`config.mk`:
```
export PLATFORM = sky130hd
export DESIGN_NAME = lld_rx_check
export DESIGN_NICKNAME = d
export VERILOG_FILES = /design/src/rtl/lld_pkg.sv /design/src/rtl/lld_crc.sv /design/src/rtl/lld_pbuf.sv /design/src/rtl/lld_seq.sv /design/src/rtl/lld_rx_check.sv
export SDC_FILE = /design/constraint.sdc
export NUM_CORES = 1
export LEC_CHECK = 0
export BUFFER_PORTS_ARGS = -buffer_cell sky130_fd_sc_hd__buf_2
export CAP_MARGIN = 20
export CORE_ASPECT_RATIO = 1.75
export CORE_UTILIZATION = 63
export CTS_CLUSTER_SIZE = 8
export DETAILED_ROUTE_END_ITERATION = 12
export GPL_TIMING_DRIVEN = 0
export PLACE_DENSITY_LB_ADDON = 0.25
export SLEW_MARGIN = 20
export SYNTH_ARGS = -nofsm -noshare
export SYNTH_HDL_FRONTEND = slang
export SYNTH_SLANG_ARGS = --single-unit
```
`constraint.sdc`:
```
create_clock -name clk -period 5.3 [get_ports clk]
set_input_delay 0.53 -clock clk [delete_from_list [all_inputs] [get_ports clk]]
set_output_delay 0.53 -clock clk [all_outputs]
set_load 0.05 [all_outputs]
```
`src/rtl/lld_pkg.sv`:
```
// Package: shared types and the CRC step used by the link receive checker.
// Assumes 32-bit beats and the reflected CRC-32 polynomial.
package lld_pkg;

    localparam int          DW        = 32;
    localparam logic [31:0] CRC_POLY  = 32'hEDB88320;
    localparam logic [31:0] CRC_SEED  = 32'hFFFF_FFFF;

    // Verdict given to a packet once its last beat is seen.
    typedef enum logic [1:0] {
        VER_GOOD = 2'd0,
        VER_DUP  = 2'd1,
        VER_BAD  = 2'd2
    } verdict_t;

    // Advances the CRC register over one 32-bit word, least significant bit first.
    function automatic logic [31:0] crc_step(input logic [31:0] crc_in, input logic [31:0] word);
        logic [31:0] c;
        logic        fb;
        c = crc_in;
        for (int i = 0; i < 32; i++) begin
            fb = c[0] ^ word[i];
            c  = {1'b0, c[31:1]};
            if (fb) c = c ^ CRC_POLY;
        end
        return c;
    endfunction

endpackage

```
`src/rtl/lld_crc.sv`:
```
// Running CRC-32 over the beats of one packet.
// Assumes start and upd are never both high; holds its value otherwise.
module lld_crc
    import lld_pkg::*;
(
    input  logic          clk,
    input  logic          rst_n,
    input  logic          start,
    input  logic          upd,
    input  logic [DW-1:0] word,
    output logic [31:0]   crc_q
);

    // Seed and fold the first beat on start, fold further beats on upd.
    always_ff @(posedge clk) begin
        if (!rst_n) begin
            crc_q <= CRC_SEED;
        end else if (start) begin
            crc_q <= crc_step(CRC_SEED, word);
        end else if (upd) begin
            crc_q <= crc_step(crc_q, word);
        end
    end

endmodule

```
`src/rtl/lld_pbuf.sv`:
```
// Packet buffer: stores payload words until the verdict, then drains them.
// Assumes commit arrives only while not draining, and that writes stop during a drain.
module lld_pbuf #(
    parameter int DW    = 32,
    parameter int DEPTH = 8
) (
    input  logic          clk,
    input  logic          rst_n,
    input  logic          clr,
    input  logic          wr,
    input  logic [DW-1:0] wdata,
    input  logic          commit,
    output logic          ovf,
    output logic          busy,
    output logic          out_valid,
    output logic          out_sop,
    output logic          out_eop,
    output logic [DW-1:0] out_data
);

    localparam int CW = $clog2(DEPTH + 1);
    localparam int AW = (DEPTH > 1) ? $clog2(DEPTH) : 1;

    logic [DW-1:0] mem [DEPTH];
    logic [CW-1:0] cnt;
    logic [CW-1:0] rd;
    logic          draining;

    // Payload storage, written in arrival order.
    always_ff @(posedge clk) begin
        if (wr && (cnt != CW'(DEPTH))) begin
            mem[cnt[AW-1:0]] <= wdata;
        end
    end

    // Fill count and overflow flag, both cleared at the start of each packet.
    always_ff @(posedge clk) begin
        if (!rst_n) begin
            cnt <= '0;
            ovf <= 1'b0;
        end else if (clr) begin
            cnt <= '0;
            ovf <= 1'b0;
        end else if (wr) begin
            if (cnt == CW'(DEPTH)) ovf <= 1'b1;
            else                   cnt <= cnt + CW'(1);
        end
    end

    // Drain sequencer: one word per cycle from commit until the last stored word.
    always_ff @(posedge clk) begin
        if (!rst_n) begin
            draining <= 1'b0;
            rd       <= '0;
        end else if (commit) begin
            draining <= (cnt != '0);
            rd       <= '0;
        end else if (draining) begin
            if (rd == cnt - CW'(1)) draining <= 1'b0;
            else                    rd       <= rd + CW'(1);
        end
    end

    assign busy      = draining;
    assign out_valid = draining;
    assign out_sop   = draining && (rd == '0);
    assign out_eop   = draining && (rd == cnt - CW'(1));
    assign out_data  = mem[rd[AW-1:0]];


    commit_start_chk: assert property (@(posedge clk) disable iff (!rst_n)
        (commit && (cnt != '0)) |=> (out_valid && out_sop));

    eop_end_chk: assert property (@(posedge clk) disable iff (!rst_n)
        (out_valid && out_eop) |=> !out_valid);

    empty_quiet_chk: assert property (@(posedge clk) disable iff (!rst_n)
        (commit && (cnt == '0)) |=> !out_valid);

    ovf_hold_chk: assert property (@(posedge clk) disable iff (!rst_n)
        (ovf && !clr) |=> ovf);

endmodule

```
`src/rtl/lld_seq.sv`:
```
// Sequence tracker: classifies each finished packet and issues ACK/NAK requests.
// Assumes judge is a one-cycle pulse on the last beat of a packet.
module lld_seq
    import lld_pkg::*;
#(
    parameter int SEQ_W = 12
) (
    input  logic             clk,
    input  logic             rst_n,
    input  logic             judge,
    input  logic             crc_ok,
    input  logic [SEQ_W-1:0] rx_seq,
    output logic             good,
    output logic             ack_valid,
    output logic             ack_is_nak,
    output logic [SEQ_W-1:0] ack_seq
);

    logic [SEQ_W-1:0] exp_q;
    logic             nak_off;
    logic [SEQ_W-1:0] back;
    logic [SEQ_W-1:0] last_good;
    verdict_t         ver;

    assign back      = exp_q - rx_seq;
    assign last_good = exp_q - SEQ_W'(1);

    // Classify the packet: exact match is good, a recent older number is a duplicate.
    always_comb begin
        if (!crc_ok)                                 ver = VER_BAD;
        else if (rx_seq == exp_q)                    ver = VER_GOOD;
        else if (!back[SEQ_W-1] && (back != '0))     ver = VER_DUP;
        else                                         ver = VER_BAD;
    end

    assign good = judge && (ver == VER_GOOD);

    // Expected number and NAK arming update on each verdict.
    always_ff @(posedge clk) begin
        if (!rst_n) begin
            exp_q   <= '0;
            nak_off <= 1'b0;
        end else if (judge) begin
            if (ver == VER_GOOD) begin
                exp_q   <= exp_q + SEQ_W'(1);
                nak_off <= 1'b0;
            end else if (ver == VER_BAD) begin
                nak_off <= 1'b1;
            end
        end
    end

    // Acknowledgement request register, one cycle per verdict that needs a reply.
    always_ff @(posedge clk) begin
        if (!rst_n) begin
            ack_valid  <= 1'b0;
            ack_is_nak <= 1'b0;
            ack_seq    <= '0;
        end else begin
            ack_valid <= 1'b0;
            if (judge) begin
                case (ver)
                    VER_GOOD: begin
                        ack_valid  <= 1'b1;
                        ack_is_nak <= 1'b0;
                        ack_seq    <= rx_seq;
                    end
                    VER_DUP: begin
                        ack_valid  <= 1'b1;
                        ack_is_nak <= 1'b0;
                        ack_seq    <= last_good;
                    end
                    default: begin
                        ack_valid  <= !nak_off;
                        ack_is_nak <= 1'b1;
                        ack_seq    <= last_good;
                    end
                endcase
            end
        end
    end


    exp_advance_chk: assert property (@(posedge clk) disable iff (!rst_n)
        good |=> (exp_q == $past(exp_q) + SEQ_W'(1)));

    exp_hold_chk: assert property (@(posedge clk) disable iff (!rst_n)
        (judge && !good) |=> $stable(exp_q));

    nak_once_chk: assert property (@(posedge clk) disable iff (!rst_n)
        (judge && nak_off && (ver == VER_BAD)) |=> !ack_valid);

    ack_cause_chk: assert property (@(posedge clk) disable iff (!rst_n)
        ack_valid |-> $past(judge));

endmodule

```
`src/rtl/lld_rx_check.sv`:
```
// Link receive sequence checker top: frames beats into packets, checks CRC
// and sequence, buffers payload and forwards it only for good packets.
// Assumes 32-bit beats; sequence in the low SEQ_W bits of the first beat.
module lld_rx_check
    import lld_pkg::*;
#(
    parameter int SEQ_W   = 12,
    parameter int MAX_PAY = 8
) (
    input  logic             clk,
    input  logic             rst_n,
    input  logic             in_valid,
    input  logic             in_sop,
    input  logic             in_eop,
    input  logic [31:0]      in_data,
    output logic             in_ready,
    output logic             out_valid,
    output logic             out_sop,
    output logic             out_eop,
    output logic [31:0]      out_data,
    output logic             ack_valid,
    output logic             ack_is_nak,
    output logic [SEQ_W-1:0] ack_seq
);

    logic             beat, first, mid, last;
    logic             in_pkt;
    logic [SEQ_W-1:0] seq_q;
    logic [SEQ_W-1:0] rx_seq;
    logic [31:0]      crc_q;
    logic             ovf, busy, crc_ok, good;

    assign beat  = in_valid && in_ready;
    assign first = beat && in_sop;
    assign mid   = beat && !in_sop && !in_eop && in_pkt;
    assign last  = beat && in_eop && (in_sop || in_pkt);

    // Packet framing: remember that a packet is open and its sequence number.
    always_ff @(posedge clk) begin
        if (!rst_n) begin
            in_pkt <= 1'b0;
            seq_q  <= '0;
        end else if (beat) begin
            if (in_sop) seq_q <= in_data[SEQ_W-1:0];
            if (in_eop)      in_pkt <= 1'b0;
            else if (in_sop) in_pkt <= 1'b1;
        end
    end

    assign rx_seq   = in_sop ? in_data[SEQ_W-1:0] : seq_q;
    assign crc_ok   = !in_sop && (~crc_q == in_data) && !ovf;
    assign in_ready = !busy;

    lld_crc u_crc (
        .clk   (clk),
        .rst_n (rst_n),
        .start (first),
        .upd   (mid),
        .word  (in_data),
        .crc_q (crc_q)
    );

    lld_pbuf #(.DW(32), .DEPTH(MAX_PAY)) u_pbuf (
        .clk       (clk),
        .rst_n     (rst_n),
        .clr       (first),
        .wr        (mid),
        .wdata     (in_data),
        .commit    (good),
        .ovf       (ovf),
        .busy      (busy),
        .out_valid (out_valid),
        .out_sop   (out_sop),
        .out_eop   (out_eop),
        .out_data  (out_data)
    );

    lld_seq #(.SEQ_W(SEQ_W)) u_seq (
        .clk        (clk),
        .rst_n      (rst_n),
        .judge      (last),
        .crc_ok     (crc_ok),
        .rx_seq     (rx_seq),
        .good       (good),
        .ack_valid  (ack_valid),
        .ack_is_nak (ack_is_nak),
        .ack_seq    (ack_seq)
    );


    single_beat_chk: assert property (@(posedge clk) disable iff (!rst_n)
        (last && in_sop) |=> (!out_valid && !(ack_valid && !ack_is_nak)));

    bad_quiet_chk: assert property (@(posedge clk) disable iff (!rst_n)
        (last && !crc_ok) |=> !out_valid);

endmodule

```
== Yosys cells after proc, flatten, opt, wreduce, memory -nomap -nowiden ==
Memories as Yosys holds them, arrays and structs flattened. A register that Yosys moved wholly into a read port is not among the register bits.
Cells that the tools add are included.

* Flip-flop bits (word level): 82
* Latch bits: 0
* Memory bits (writable): 256
* Memory bits (read-only): 0
* Word-level logic and storage cells: 433
* Memories: 1

{| class="wikitable"
|+ Memories
! memory !! depth !! bits a word !! read ports !! clocked after Yosys merged registers in !! write ports !! line !! source
|-
| u_pbuf.mem || 8 || 32 || 1 || 1 || 1 || lld_pbuf.sv:24 || <nowiki>logic [DW-1:0] mem [DEPTH];</nowiki>
|}

* Add/subtract/negate cells: 6
* Multiply operators: 0
* Divide/modulo/power cells: 0
* Magnitude comparators: 0
* Eq/ne operators: 7
* Shifts and indexed selects: 0
* Multiplexer cells: 239
* Bitwise operators: 130
* Reduce and logical (&&, ||, !) cells: 38

{| class="wikitable"
|+ Operators with widths
! kind !! number
|-
| 32-bit two-way mux || 221
|-
| 13-bit NOT with 14-bit output || 63
|-
| 1-bit bitwise XOR || 63
|-
| 32-bit equality test || 1
|-
| 32-bit NOT || 1
|-
| 12-bit two-way mux || 2
|-
| 1-bit logical AND || 14
|-
| 2-bit AND reduction || 7
|-
| 12-bit by 1-bit adder with 12-bit output (second input constant) || 1
|-
| 12-bit equality test || 1
|-
| 12-bit nonzero test || 1
|-
| 12-bit by 1-bit subtractor with 12-bit output (second input constant) || 1
|-
| 12-bit subtractor || 1
|-
| 1-bit two-way mux || 11
|-
| 4-bit by 1-bit adder with 4-bit output (second input constant) || 2
|-
| 1-bit logical NOT || 6
|-
| 2-bit two-way mux || 3
|-
| 3-bit two-way mux || 2
|-
| 2-bit nonzero test || 3
|-
| 2-bit OR reduction || 3
|-
| 4-bit equality test || 1
|-
| 4-bit equality test (second input constant) || 1
|-
| 4-bit logical NOT || 1
|-
| 4-bit inequality test (second input constant) || 1
|-
| other kinds (7) || 9
|}

== Logic depth before layout (Yosys ltp) ==
* Depth after elaboration: 162
* Depth in mapped cells: 16
* Gate-level depth less buffers: 15

== Modules after synthesis ==
From an unflattened synthesis, not the netlist that was laid out.

* Cells, all modules: 1,499
* Area total of the unflattened synthesis: 20,991.4 um2

{| class="wikitable"
|+ Modules (own cells, without submodules)
! module !! times used !! cells each !! area an instance (um2) !! seq. area each (um2)
|-
| lld_pbuf || 1 || 473 || 10,398.7 || 7,947.6
|-
| lld_crc || 1 || 643 || 7,473.4 || 640.6
|-
| lld_seq || 1 || 263 || 2,105.8 || 540.5
|-
| lld_rx_check || 1 || 120 || 1,013.5 || 260.2
|}

== Least setup slack after synthesis ==
OpenSTA, ideal clock, no wires.

* Path kind: reg-to-reg
* Start: register u_pbuf.cnt[0]
* End: memory u_pbuf.mem[2][0], enable pin
* Arrival time: 3.670 ns
* Required time: 4.839 ns
* Slack: 1.169 ns
* Cell stages (with the launch flop): 8
* Path through: dfxtp_1 -> clkbuf_1 -> inv_1 -> ha_1 -> nand2_1 -> nor2_1 -> or3_1 -> nor3_1

* Longest elaborated chain between the ends: 4

{| class="wikitable"
|+ Ends and longest elaborated chain
! what !! line !! source
|-
| from (decl) || lld_pbuf.sv:25 || <nowiki>logic [CW-1:0] cnt;</nowiki>
|-
| from (signal assigned) || lld_pbuf.sv:46 || <nowiki>else cnt <= cnt + CW'(1);</nowiki>
|-
| 4-bit inequality test || lld_pbuf.sv:31 || <nowiki>if (wr && (cnt != CW'(DEPTH))) begin</nowiki>
|-
| 1-bit logical AND || lld_pbuf.sv:31 ||
|-
| 1-bit two-way mux || lld_pbuf.sv:31 ||
|-
| 1-bit two-way mux (implied by the code) || lld_pbuf.sv:32 || <nowiki>mem[cnt[AW-1:0]] <= wdata;</nowiki>
|-
| to (decl) || lld_pbuf.sv:24 ||
|}

Parallel ways exist; a longest one is shown, timed or not.

== Final worst setup path ==
* Start: register u_crc.crc_q[2]
* End: register u_crc.crc_q[4]

* Longest elaborated chain between the ends: 139
* Elaborated cells between the ends (all ways): 161

{| class="wikitable"
|+ Ends and longest elaborated chain
! what !! line !! source
|-
| from (decl) || lld_crc.sv:11 || <nowiki>output logic [31:0] crc_q</nowiki>
|-
| from (signal assigned) || lld_crc.sv:19 || <nowiki>crc_q <= crc_step(CRC_SEED, word);</nowiki>
|-
| from (signal assigned) || lld_crc.sv:21 || <nowiki>crc_q <= crc_step(crc_q, word);</nowiki>
|-
| 32-bit two-way mux * || lld_pkg.sv:24 || <nowiki>if (fb) c = c ^ CRC_POLY;</nowiki>
|-
| 32-bit two-way mux * || lld_crc.sv:20 || <nowiki>end else if (upd) begin</nowiki>
|-
| 32-bit two-way mux * || lld_crc.sv:18 || <nowiki>end else if (start) begin</nowiki>
|-
| 32-bit two-way mux * || lld_crc.sv:16 || <nowiki>if (!rst_n) begin</nowiki>
|-
| 32-bit two-way mux * || lld_pkg.sv:24 ||
|-
| 32-bit two-way mux * || lld_crc.sv:20 ||
|-
| 32-bit two-way mux * || lld_crc.sv:18 ||
|-
| 32-bit two-way mux * || lld_crc.sv:16 ||
|-
| [123 not listed] || n/a ||
|-
| 13-bit NOT with 14-bit output (no line) or 1-bit bitwise XOR (tied branches) || n/a ||
|-
| 32-bit two-way mux * || lld_pkg.sv:24 ||
|-
| 32-bit two-way mux * || lld_crc.sv:20 ||
|-
| 32-bit two-way mux * || lld_crc.sv:18 ||
|-
| 32-bit two-way mux * || lld_crc.sv:16 ||
|-
| 32-bit two-way mux * || lld_pkg.sv:24 ||
|-
| 32-bit two-way mux * || lld_crc.sv:20 ||
|-
| 32-bit two-way mux * || lld_crc.sv:18 ||
|}

Mark *: on every way between the ends. The select of a mux whose other input is x is not followed.
A chain may end at the register's enable or synchronous reset.

==> flow_metrics.py <==
metrics = {
    "yosys": {
        "yosys.area.top_type": "edfxtp_1",
        "synthTopCellsByCount": "xnor2_1, edfxtp_1, nand2_1",
        "synth_ff_type": "edfxtp_1",
        "synth_edf_count": 256,
        "synth_area_per_cell_sq_um": 13.2,
        "yosysTopAreaCellShare_pct": 38.4,
        "synth_area_sq_mm": 0.0200,
        "synthCells": 1509,
        "ys_warn_count": 0,
        "synthTopCellsByArea": "edfxtp_1, xnor2_1, dfxtp_1",
        "ys_seq_elements": 341,
        "async_reset_ff_share_pct": 0,
        "ys_types": 61,
        "yosysMostFrequentCell": "xnor2_1",
        "ys_seq_area_share_pct": 47.0,
        "syn_nets": 1569,
    },
    "timing": {
        "rsz0062_at_grt": "false",
        "setup-violations-final": 0,
        "tns_ns": 0,
        "whs_ns": 0.256,
        "fin_ws_ns": 0.690,
        "min_period_ns": 4.61,
        "max_freq_mhz": 217,
        "period_share_pct": 87.0,
        "hold_violations": 0,
        "worst_pin_slew_ns": 1.03,
        "clock_skew_ns": 0.0135,
        "relSlewSlack_pct": 31.6,
        "finalMaxSlewViolations": 0,
    },
    "finish": {
        "areaGrowthSynthToFinish_pct": 12.8,
        "area.sequential_sq_mm": 0.00939,
        "diodes": 0,
        "utilization_pct": 72.0,
        "multi_input_area_sq_mm": 0.0102,
        "nFillCells": 2086,
        "fin_nets": 1730,
        "drive_gt1_share_pct": 20.4,
    },
    "clock_network": {
        "cts_setup_buffers": 0,
        "clk_latency_ns": 0.57,
        "clk_pin_slew_ns": 0.05,
        "cts_hold_repair.buffers": 0,
        "cts_buffers": 48,
        "ctsHtreeMaxLevel": 2,
        "cts_tree": "yes",
        "clockBufferDepth": 3,
        "cts_root_buf": "clkbuf_16",
        "ctsResizeCount": 0,
        "cts_sinks": 341,
    },
    "drt": {
        "wire_per_inst_um": 26.2,
        "first_pass_iters": 5,
        "drc": 0,
        "met2RoutedLength_mm": 29.1,
        "wl_met1_mm": 19.4,
        "vias": 12600,
        "ant_nets": 0,
        "wirelength_mm": 54.8,
        "wl_met3_mm": 2.46,
        "vias_per_cell": 6.00,
        "top_layer": "met4",
        "drt_iter0_markers": 884,
    },
    "placement": {
        "portBuffers": 85,
        "dp_slack_ns": 0.285,
        "routabilityCongestion": 0.988,
        "dp_hpwl_mm": 41.1,
    },
    "die": {
        "start_util_pct": 63.9,
        "ios": 87,
        "die_w_um": 137,
        "num_rows": 86,
        "die_h_um": 238,
        "core_area_sq_mm": 0.0313,
        "dieArea_sq_mm": 0.0325,
    },
    "critical_path": {
        "cp_top_family": "XOR/XNOR gates",
        "worstSetupEndpoint": "u_crc.crc_q[4]",
        "critPathMaxStageDelay_ns": 0.61,
        "start_kind": "register",
        "cp.depth": 12,
        "rr_worst_depth": 12,
        "critPathKind": "reg2reg",
        "crit_slowest_cell": "xnor3_1",
        "cp_cell_sequence": "xor2_4 -> xnor3_2 -> xor2_2 -> xnor2_2 -> xnor3_1 -> xor2_2 -> xnor2_1 -> xnor2_1 -> xnor2_1 -> nand2_1 -> o221ai_1 -> nand2_1",
        "path_common_cell": "xnor2_1",
        "r2r_start": "u_crc.crc_q[2]",
        "path_buf_inv": 0,
        "crit_fanout": 7,
        "end_kind": "register",
        "r2r_setup_slack_ns": 0.69,
        "worstReg2RegEnd": "u_crc.crc_q[4]",
        "cp.required_ns": 5.72,
        "cp.arrival_ns": 5.03,
        "crit_path_start": "u_crc.crc_q[2]",
    },
    "outcome": {
        "status": "finished, final reports clean",
    },
    "run": {
        "drv_cap": 0,
    },
    "global_routing": {
        "grt_pass1_wl_mm": 81.0,
        "grt_pass1_vias": 12900,
        "grt.overflow.total": 0,
        "grt_max_degree": 24,
        "antenna_found_initial": 0,
        "track_usage_pct": 35.0,
    },
    "hold_path": {
        "hold_path.class": "in2reg",
        "holdCritStartpoint": "in_data[9]",
    },
}
-- per-layer routing --
metal / vias to the layer above / track usage [%]
met3: 164 / 3.82
met2: 495 / 62.7
li1: 5647 / -
met1: 6245 / 38.7
met4: 0 / 22.1
met5: - / 0
-- area by class of cell --
class / count / share of cell area (%)
Inverter: 19 / 0.316
Sequential cell: 341 / 41.6
Buffer: 72 / 1.47
Timing Repair Buffer: 111 / 2.90
Clock buffer: 72 / 5.73
Clock inverter: 3 / 0.294
Multi-Input combinational cell: 1077 / 45.5
Tap cell: 396 / 2.20
-- state kept, by name (all words and copies together) (netlist names), named ones only --
signal,count
u_pbuf.ovf,1
u_crc.crc_q,32
u_seq.ack_seq,12
in_pkt,1
u_pbuf.rd,4
u_pbuf.busy,1
u_seq.nak_off,1
u_seq.ack_valid,1
u_pbuf.mem,256
seq_q,12
u_seq.exp_q,12
u_seq.ack_is_nak,1
u_pbuf.cnt,4
-- per-stage QoR --
step	std cells	cell area, sq um
2_1_floorplan	1509	20000
3_3_place_gp	1990	20900
3_5_place_dp	2016	21200
4_1_cts	2091	22500
5_1_grt	2091	22500
6_report	2091	22500
-- placed cells by master, fill, tap and decap left out, types with 6 or more instances in the layout --
| cell type | synthesis | layout |
|---|---|---|
| a21boi_0 | 26 | 26 |
| a211oi_1 | 6 | 6 |
| xor2_1 | 105 | 105 |
| nand2_1 | 111 | 111 |
| dfxtp_1 | 85 | 85 |
| nand4_1 | 7 | 7 |
| buf_2 | 4 | 89 |
| mux4_2 | 64 | 64 |
| xnor3_1 | 25 | 25 |
| inv_1 | 18 | 18 |
| o211ai_1 | 13 | 13 |
| xor2_2 | 14 | 14 |
| mux2i_1 | 15 | 15 |
| xnor3_2 | 8 | 8 |
| o21ai_0 | 29 | 28 |
| nor4_1 | 11 | 11 |
| nor3_2 | 0 | 6 |
| clkbuf_16 | 0 | 48 |
| nand3_1 | 18 | 18 |
| xnor2_1 | 371 | 371 |
| clkbuf_1 | 48 | 72 |
| edfxtp_1 | 256 | 256 |
| xnor2_2 | 24 | 24 |
| nor2_1 | 49 | 47 |
| mux2_2 | 33 | 33 |
| xnor2_4 | 7 | 7 |
| o221ai_1 | 6 | 6 |
| buf_4 | 9 | 31 |
| buf_1 | 8 | 8 |
| and2_1 | 15 | 15 |
| nor3_1 | 15 | 9 |
| a21oi_1 | 20 | 20 |
| ha_1 | 22 | 22 |
-- kinds of logic (layout without fill, tap and decap cells) --
family,after synthesis,in the layout,share of synthesized area (%)
AO/OA/AOI/OAI,135,135,4.58
XOR/XNOR,561,561,29.6
adder cells (fa/ha/maj),23,23,1.48
buffers and inverters,91,277,2.01
flip-flops,341,341,47.0
multiplexers,112,112,9.82
AND/OR/NAND/NOR,246,246,5.54
-- worst min-delay path by stage --
stage                     slack [ns]  cells after the start                 to
after global routing            0.24                      1  u_pbuf.mem[0][16]
after floorplan                 0.44                      2         u_pbuf.ovf
after CTS                       0.24                      1  u_pbuf.mem[5][16]
final                           0.26                      1   u_pbuf.mem[1][9]
after detailed placement        0.45                      2   u_seq.ack_seq[1]
after global placement          0.45                      2           seq_q[5]
-- worst reg2reg max path, delay by kind of cell (launching register included) --
family / cells / cell delay (ns)
AND/OR/NAND/NOR: 2 / 0.17
AO/OA/AOI/OAI: 1 / 0.12
flip-flops: 1 / 0.54
XOR/XNOR: 9 / 3.65
Power is left out: the tool's default activity adds up to more than one toggle a clock period on the data nets, which glitch-free logic cannot reach.
